**src/rtl/mbox_pkg.sv**
```systemverilog
package mbox_pkg;
    localparam int NUM_CPU     = 2;
    localparam int DATA_W      = 32;
    localparam int ADDR_W      = 4;
    localparam int SET_LSB     = 16;
    localparam int CLR_LSB     = 0;
    localparam int OCC_LSB     = 0;
    localparam int FREE_LSB    = 16;
    localparam int CTRL_RX_BIT = 0;
    localparam int CTRL_TX_BIT = 1;

    typedef enum logic [1:0] {
        REG_CTRL   = 2'd0,
        REG_MASK   = 2'd1,
        REG_SETCLR = 2'd2,
        REG_STAT   = 2'd3
    } reg_sel_e;
endpackage

```
**src/rtl/mbox_cfg_regs.sv**
```systemverilog
module mbox_cfg_regs
    import mbox_pkg::*;
#(
    parameter int NCH = 6
) (
    input  logic              clk,
    input  logic              rst_n,
    input  logic              wr_ctrl,
    input  logic              wr_mask,
    input  logic [DATA_W-1:0] wdata,
    output logic              en_rx,
    output logic              en_tx,
    output logic [NCH-1:0]    occ_mask,
    output logic [NCH-1:0]    free_mask
);
    typedef struct packed {
        logic           en_rx;
        logic           en_tx;
        logic [NCH-1:0] occ;
        logic [NCH-1:0] free;
    } cfg_t;

    cfg_t st_d, st_q;

    always_comb begin
        st_d = st_q;
        if (wr_ctrl) begin
            st_d.en_rx = wdata[CTRL_RX_BIT];
            st_d.en_tx = wdata[CTRL_TX_BIT];
        end
        if (wr_mask) begin
            st_d.occ  = wdata[OCC_LSB +: NCH];
            st_d.free = wdata[FREE_LSB +: NCH];
        end
    end

    always_ff @(posedge clk or negedge rst_n) begin
        if (!rst_n) begin
            st_q <= '{en_rx: 1'b0, en_tx: 1'b0, occ: '1, free: '1};
        end else begin
            st_q <= st_d;
        end
    end

    assign en_rx     = st_q.en_rx;
    assign en_tx     = st_q.en_tx;
    assign occ_mask  = st_q.occ;
    assign free_mask = st_q.free;

    logic unused_wdata;
    assign unused_wdata = ^wdata;
endmodule

```
**src/rtl/mbox_flag_bank.sv**
```systemverilog
module mbox_flag_bank
    import mbox_pkg::*;
#(
    parameter int NCH = 6
) (
    input  logic                          clk,
    input  logic                          rst_n,
    input  logic                          wr_setclr,
    input  logic                          sel,
    input  logic [DATA_W-1:0]             wdata,
    output logic [NUM_CPU-1:0][NCH-1:0]   flags
);
    typedef struct packed {
        logic [NUM_CPU-1:0][NCH-1:0] own;
    } flag_t;

    flag_t st_d, st_q;
    logic [NUM_CPU-1:0][NCH-1:0] set_v;
    logic [NUM_CPU-1:0][NCH-1:0] clr_v;

    always_comb begin
        st_d = st_q;
        for (int c = 0; c < NUM_CPU; c++) begin
            set_v[c] = (wr_setclr && (sel == 1'(c))) ? wdata[SET_LSB +: NCH] : '0;
            clr_v[c] = (wr_setclr && (sel != 1'(c))) ? wdata[CLR_LSB +: NCH] : '0;
            st_d.own[c] = (st_q.own[c] & ~clr_v[c]) | set_v[c];
        end
    end

    always_ff @(posedge clk or negedge rst_n) begin
        if (!rst_n) begin
            st_q <= '0;
        end else begin
            st_q <= st_d;
        end
    end

    assign flags = st_q.own;

    logic unused_wdata;
    assign unused_wdata = ^wdata;
endmodule

```
**src/rtl/mbox_irq_gen.sv**
```systemverilog
module mbox_irq_gen
    import mbox_pkg::*;
#(
    parameter int NCH = 6
) (
    input  logic                        clk,
    input  logic                        rst_n,
    input  logic [NUM_CPU-1:0][NCH-1:0] flags,
    input  logic [NUM_CPU-1:0][NCH-1:0] occ_mask,
    input  logic [NUM_CPU-1:0][NCH-1:0] free_mask,
    input  logic [NUM_CPU-1:0]          en_rx,
    input  logic [NUM_CPU-1:0]          en_tx,
    output logic [NUM_CPU-1:0]          irq_rx,
    output logic [NUM_CPU-1:0]          irq_tx
);
    typedef struct packed {
        logic [NUM_CPU-1:0] rx;
        logic [NUM_CPU-1:0] tx;
    } irq_t;

    irq_t st_d, st_q;

    always_comb begin
        st_d = st_q;
        for (int c = 0; c < NUM_CPU; c++) begin
            st_d.rx[c] = en_rx[c] && (|(flags[NUM_CPU-1-c] & ~occ_mask[c]));
            st_d.tx[c] = en_tx[c] && (|(~flags[c] & ~free_mask[c]));
        end
    end

    always_ff @(posedge clk or negedge rst_n) begin
        if (!rst_n) begin
            st_q <= '0;
        end else begin
            st_q <= st_d;
        end
    end

    assign irq_rx = st_q.rx;
    assign irq_tx = st_q.tx;
endmodule

```
**src/rtl/mbox_doorbell.sv**
```systemverilog
module mbox_doorbell
    import mbox_pkg::*;
#(
    parameter int NCH = 6
) (
    input  logic              clk,
    input  logic              rst_n,
    input  logic              bus_en,
    input  logic              bus_we,
    input  logic              bus_sel,
    input  logic [3:0]        bus_addr,
    input  logic [31:0]       bus_wdata,
    output logic [31:0]       bus_rdata,
    output logic [1:0]        irq_rx,
    output logic [1:0]        irq_tx
);
    reg_sel_e                    reg_idx;
    logic                        wr_any;
    logic [NUM_CPU-1:0][NCH-1:0] flags;
    logic [NUM_CPU-1:0][NCH-1:0] occ_v;
    logic [NUM_CPU-1:0][NCH-1:0] free_v;
    logic [NUM_CPU-1:0]          en_rx_v;
    logic [NUM_CPU-1:0]          en_tx_v;

    assign reg_idx = reg_sel_e'(bus_addr[3:2]);
    assign wr_any  = bus_en && bus_we;

    for (genvar c = 0; c < NUM_CPU; c++) begin : g_cpu
        logic hit;
        assign hit = wr_any && (bus_sel == 1'(c));
        mbox_cfg_regs #(.NCH(NCH)) u_cfg (
            .clk       (clk),
            .rst_n     (rst_n),
            .wr_ctrl   (hit && (reg_idx == REG_CTRL)),
            .wr_mask   (hit && (reg_idx == REG_MASK)),
            .wdata     (bus_wdata),
            .en_rx     (en_rx_v[c]),
            .en_tx     (en_tx_v[c]),
            .occ_mask  (occ_v[c]),
            .free_mask (free_v[c])
        );
    end

    mbox_flag_bank #(.NCH(NCH)) u_flags (
        .clk       (clk),
        .rst_n     (rst_n),
        .wr_setclr (wr_any && (reg_idx == REG_SETCLR)),
        .sel       (bus_sel),
        .wdata     (bus_wdata),
        .flags     (flags)
    );

    mbox_irq_gen #(.NCH(NCH)) u_irq (
        .clk       (clk),
        .rst_n     (rst_n),
        .flags     (flags),
        .occ_mask  (occ_v),
        .free_mask (free_v),
        .en_rx     (en_rx_v),
        .en_tx     (en_tx_v),
        .irq_rx    (irq_rx),
        .irq_tx    (irq_tx)
    );

    // Registered read path
    typedef struct packed {
        logic [DATA_W-1:0] rdata;
    } rd_t;

    rd_t rd_d, rd_q;

    always_comb begin
        rd_d = rd_q;
        if (bus_en && !bus_we) begin
            rd_d.rdata = '0;
            unique case (reg_idx)
                REG_CTRL: begin
                    rd_d.rdata[CTRL_RX_BIT] = en_rx_v[bus_sel];
                    rd_d.rdata[CTRL_TX_BIT] = en_tx_v[bus_sel];
                end
                REG_MASK: begin
                    rd_d.rdata[OCC_LSB +: NCH]  = occ_v[bus_sel];
                    rd_d.rdata[FREE_LSB +: NCH] = free_v[bus_sel];
                end
                REG_SETCLR: rd_d.rdata = '0;
                REG_STAT:   rd_d.rdata[NCH-1:0] = flags[bus_sel];
                default:    rd_d.rdata = '0;
            endcase
        end
    end

    always_ff @(posedge clk or negedge rst_n) begin
        if (!rst_n) begin
            rd_q <= '0;
        end else begin
            rd_q <= rd_d;
        end
    end

    assign bus_rdata = rd_q.rdata;

    logic unused_addr;
    assign unused_addr = ^bus_addr[1:0];
endmodule

```
**config.mk**
```make
export PLATFORM = sky130hd
export DESIGN_NAME = mbox_doorbell
export DESIGN_NICKNAME = d
export VERILOG_FILES = /design/src/rtl/mbox_pkg.sv /design/src/rtl/mbox_cfg_regs.sv /design/src/rtl/mbox_flag_bank.sv /design/src/rtl/mbox_irq_gen.sv /design/src/rtl/mbox_doorbell.sv
export SDC_FILE = /design/constraint.sdc
export NUM_CORES = 1
export LEC_CHECK = 0
export ABC_AREA = 1
export BUFFER_PORTS_ARGS = -buffer_cell sky130_fd_sc_hd__buf_2
export CORE_ASPECT_RATIO = 1.1
export CORE_UTILIZATION = 45
export DETAILED_ROUTE_END_ITERATION = 10
export PLACE_DENSITY = 0.72
export SYNTH_ARGS = -nofsm -noshare
export SYNTH_HDL_FRONTEND = slang
export SYNTH_SLANG_ARGS = --single-unit
export TNS_END_PERCENT = 20
```
**constraint.sdc**
```tcl
create_clock -name clk -period 0.98 [get_ports clk]
set_clock_uncertainty 0.15 [all_clocks]
set_input_delay 0.098 -clock clk [delete_from_list [all_inputs] [get_ports clk]]
set_output_delay 0.098 -clock clk [all_outputs]
set_load 0.02 [all_outputs]
```
Yosys cells after proc, flatten, opt, wreduce, memory -nomap -nowiden
Index checks and enable logic that the tools add are counted.
{ "word_totals": {"in_bits": 41, "reg_bits": 56, "word_cells": 72, "out_inout_bits": 36} }
{ "classes": {"reduce_logical": 21, "mux": 17, "magnitude_cmp": 1, "eq_ne": 3, "bitwise": 17} }
{ "op_table": {"columns": ["operator", "count"], "rows": [
  ["two-way mux 6 bit", 11],
  ["NOT 6 bit", 8],
  ["bitwise AND 6 bit", 6],
  ["OR reduction 6 bit", 4],
  ["logical AND 1 bit", 15],
  ["OR 6 bit", 2],
  ["case mux 2 bit (4 select lines)", 1],
  ["case mux 4 bit (2 select lines)", 1],
  ["== test 2 bit (second input constant)", 2],
  ["two-way mux 1 bit", 4],
  ["== test 2 x 1 -> 1 bit (second input constant)", 1],
  ["zero test 2 bit", 1],
  ["less-than comparator 1 x 2 -> 1 bit (second input constant)", 1],
  ["zero test 1 bit", 1],
  ["NOT 1 bit", 1]
]} }

Depth between registers and ports, before layout
{ "depth": {"word_depth": 7, "ltp_mapped": 9, "mapped_depth_nobuf": 7} }

By module
Synthesis repeated with hierarchy kept, for this count alone.
{ "hier_totals": {"cells_unflattened": 417, "hier_area_um2": 3019.1} }
{ "modules_own_cells": {"columns": ["module", "n_inst", "area_per_inst_um2", "cells_per_inst"], "rows": [
  ["mbox_cfg_regs", 2, 549.3, 60],
  ["mbox_doorbell", 1, 1036.0, 166],
  ["mbox_flag_bank", 1, 544.3, 67],
  ["mbox_irq_gen", 1, 340.3, 64]
]} }

Worst setup path after synthesis
Ideal clock, no wire load.
{ "synth_path": {"path_type": "reg2reg", "start": "register g_cpu[0].u_cfg.st_q (netlist bit g_cpu[0].u_cfg.occ_mask[2])", "end": "register rd_q (netlist bit bus_rdata[2])", "slack_ns": -0.102, "setup_ns": 0.065, "required_ns": 0.765, "arrival_ns": 0.867, "synth_period_minus_slack_ns": 1.082, "path_stages_with_launch": 7, "cell_sequence": "dfstp_2 inv_1 o21ai_0 nand2_1 nand2_1 nand2_1 nand2_1"} }
{ "synth_via": {"elab_chain_cells": 3} }
{ "synth_rtl": {"columns": ["item", "line", "source"], "rows": [
  ["start, declared", "mbox_cfg_regs.sv:23", "cfg_t st_d, st_q;"],
  ["start signal, assigned", "mbox_cfg_regs.sv:39", "st_q <= '{en_rx: 1'b0, en_tx: 1'b0, occ: '1, free: '1};"],
  ["start signal, assigned", "mbox_cfg_regs.sv:41", "st_q <= st_d;"],
  ["two-way mux 6 bit (implied by the code) (2 in series)", "mbox_doorbell.sv:82", "rd_d.rdata[OCC_LSB +: NCH] = occ_v[bus_sel];"],
  ["case mux 4 bit (2 select lines)", "mbox_doorbell.sv:76", "unique case (reg_idx)"],
  ["end signal, assigned", "mbox_doorbell.sv:96", "rd_q <= rd_d;"],
  ["end, declared", "mbox_doorbell.sv:70", "rd_t rd_d, rd_q;"]
]} }
No other way between the ends. The select of a mux whose other input is x is not followed.
A chain may end at the register's enable or synchronous reset.

==> key figures <==
Power
  • Net switching power: 2.34 mW
  • Worst vdd ir: 0.685 mV
  • Sw Share: 33.5%
  • Static leakage: 1.95 nW
  • Pwr per Cell Area: 1830 nW/um^2
  • Clk pwr share: 22.6%
  • Power Internal: 4.66 mW
  • Seq pwr share: 46.5%
  • Logic pwr share: 30.9%

STA
  • Hold Slack: -0.00247 ns
  • Fmax: 0.812 GHz
  • Fin Setup TNS: -4.28 ns
  • RSZ-0062 raised after global routing: yes
  • Final max-slew violation count: 0
  • Final Cycle Share: 126%
  • Final min period: 1.23 ns
  • Final setup margin: -0.252 ns
  • Final hold vios: 2
  • Final setup fails: 34

GRT
  • Total grt overflow: 0
  • Vias in the first global route: 2457
  • Initial antenna violation count: 0
  • Gr usage total: 21.7%
  • First-pass GRT wire length: 11500 microns
  • Largest net degree at the start of global routing: 57

Setup path
  • Critical Path End Type: flop
  • CP most frequent cell: nor2_2
  • Critical-path cell list: nor2_2 -> nor2_2 -> nand3_1 -> nand2_1 -> inv_1
  • Critical path's largest stage delay: 0.55 ns
  • Worst endpoint data arrival time: 1.30 ns
  • Startpoint Class: flop
  • CP Max Fanout: 2
  • R2r endpoint: u_irq.irq_tx[1]
  • Register-to-register path setup slack: -0.25 ns
  • Start-to-end type of the worst setup path: reg2reg
  • Worst reg2reg startpoint: g_cpu[1].u_cfg.free_mask[2]
  • Critical Path Slowest Stage Cell: dfstp_2
  • Critical Path RT: 1.05 ns
  • Reg2reg path depth: 5

Route
  • Detail Route Antenna Nets: 0
  • Via count: 2566
  • Drt total wl: 6990 microns
  • First-pass DRT Iterations: 4
  • WL per Instance: 13.3 microns
  • DRC: 0
  • Number of DRC markers in iteration 0: 243
  • Routed vias/inst: 4.88

Clock network
  • CTS tree: done
  • Worst-path clk slew: 0.11 ns
  • Worst skew pair latency: 0.32 ns
  • Sink Count: 56
  • Root Driver: clkbuf_8
  • H-tree depth: 2
  • CTS buffer count: 5
  • Max clock buf depth: 2

Outcome
  • Outcome: finished with violations
  • Failing checks: hold timing, setup timing

Layout
  • Final Core Density: 61.3%
  • Final #Nets: 486
  • Final Cell Area: 3820 sq um
  • Fillers: 526
  • Commonest non-fill, non-tap cells in the layout: 110 x nand2_1, 33 x buf_2, 31 x dfrtp_1
  • Commonest non-fill, non-tap cell in the layout: nand2_1
  • Area Overhead vs Synth: 30.1%
  • Ant. Diodes: 0
  • Register area: 1430 sq um
  • Area of the multi-input gates: 1300 sq um
  • Layout cells sized above 1: 39.9%

Job
  • Max Cap Viol: 0

Min path
  • Hold depth: 3
  • Min-delay src: bus_wdata[1]
  • Hold Path Sink: g_cpu[0].u_cfg.occ_mask[1]
  • Hold WC Path Type: in2reg

Floorplan
  • Die X: 79.0 microns
  • Row cnt: 30
  • Starting density of the core: 47.1%
  • Die area: 6850 sq um
  • Die Height: 86.7 microns
  • IO Pins: 77
  • Core Region: 6230 sq um

Logic synthesis
  • Cell variety after synth: 20
  • Post-synthesis cell count: 361
  • Yosys reg bits: 56
  • Syn_area_per_cell: 8.13 sq um
  • Cell area after synthesis: 2930 sq um
  • Synth Warn #: 0
  • Sequential-to-total area share from yosys stat: 48.8%

Place
  • Placed inst area: 3370 sq um
  • DP Wirelength: 4690 microns
  • Routability cong.: 0.850
  • Number of port buffers: 34
-- state kept, by name (all words and copies together) (netlist names) --
name / flops
bus_rdata: 12
g_cpu.u_cfg.free_mask: 12
g_cpu.u_cfg.occ_mask: 12
u_flags.flags: 12
g_cpu.u_cfg.en_rx: 2
g_cpu.u_cfg.en_tx: 2
u_irq.irq_rx: 2
u_irq.irq_tx: 2
-- cell type report --
cell class                 count  share of cell area (%)
inverter                      41                    4.03
tap                           80                    2.62
sequential                    56                    37.5
timing repair buffer          86                    18.7
clock inverter                 3                    1.21
multi-input combinational    255                    34.1
clock buffer                   5                    1.80
-- cell usage after synthesis, drive strengths merged --
cell type | number | area share (%)
buf | 26 | 6.8
nand3 | 8 | 1.4
mux2i | 6 | 2.0
o21ai | 56 | 13
dfstp | 24 | 21
clkbuf | 2 | 0.94
dfrtp | 32 | 27
inv | 41 | 5.2
a21oi | 2 | 0.34
nand2 | 129 | 17
or2 | 1 | 0.21
nor2 | 33 | 4.7
conb | 1 | 0.13
-- stage by stage --
step	setup slack [ns]	cells	total power, mW
after floorplan	-0.0791	380	4.37
after global placement	-0.257	499	5.01
after detailed placement	-0.250	499	5.06
after CTS	-0.248	524	6.77
after global routing	-0.275	526	7.39
final	-0.252	526	7.00
-- cell families (layout without fill, tap and decap cells) --
kind of cell	after synthesis	in the layout	share of synthesized area (%)
muxes	6	6	2.05
buffers and inverters	69	135	13.0
AOI/OAI and AO/OA	58	58	13.0
other	1	20	0.128
and+or+nand+nor	171	171	23.1
DFF	56	56	48.8
-- power by group through the flow --
stage / clock, mW / combinational (mW) / sequential (mW)
floorplan: 0 / 1.06 / 3.31
global placement: 0 / 1.78 / 3.23
detailed placement: 0 / 1.81 / 3.25
CTS: 1.60 / 1.95 / 3.21
global route: 1.67 / 2.41 / 3.31
finish: 1.58 / 2.17 / 3.26
-- layer usage --
layer  GRT usage (%)  vias to the layer above  routed length, microns
met5               0                        -                       0
li1                -                     1246                       -
met1            27.0                     1187                    2880
met4            9.75                        0                     305
met3            3.26                       28                     433
met2            37.3                      105                    3380
-- worst max-delay path: cells and delay by family (launching register included) --
| family | cells | cell delay [ns] |
|---|---|---|
| buffers and inverters | 1 | 0.03 |
| DFF | 1 | 0.55 |
| and+or+nand+nor | 4 | 0.39 |
-- what timing repair did --
item | 4_1_cts | 5_1_grt
hold buffers | 17 | 0
resized for setup | 17 | 47
pin swaps | 13 | 25
hold endpoints to repair | 90 | 0
endpoints found under the setup margin | 32 | 54
buffers inserted | 0 | 2
-- worst max path at each step --
stage	slack, ns	from	to
finish	-0.25	g_cpu[1].u_cfg.free_mask[2]	u_irq.irq_tx[1]
CTS	-0.25	g_cpu[1].u_cfg.free_mask[3]	u_irq.irq_tx[1]
floorplan	-0.08	g_cpu[1].u_cfg.occ_mask[4]	bus_rdata[4]
global route	-0.28	g_cpu[1].u_cfg.free_mask[2]	u_irq.irq_tx[1]
detailed placement	-0.25	g_cpu[1].u_cfg.free_mask[2]	u_irq.irq_tx[1]
global placement	-0.26	g_cpu[1].u_cfg.free_mask[2]	u_irq.irq_tx[1]
Note: power is estimated with default switching activity, not from simulation.
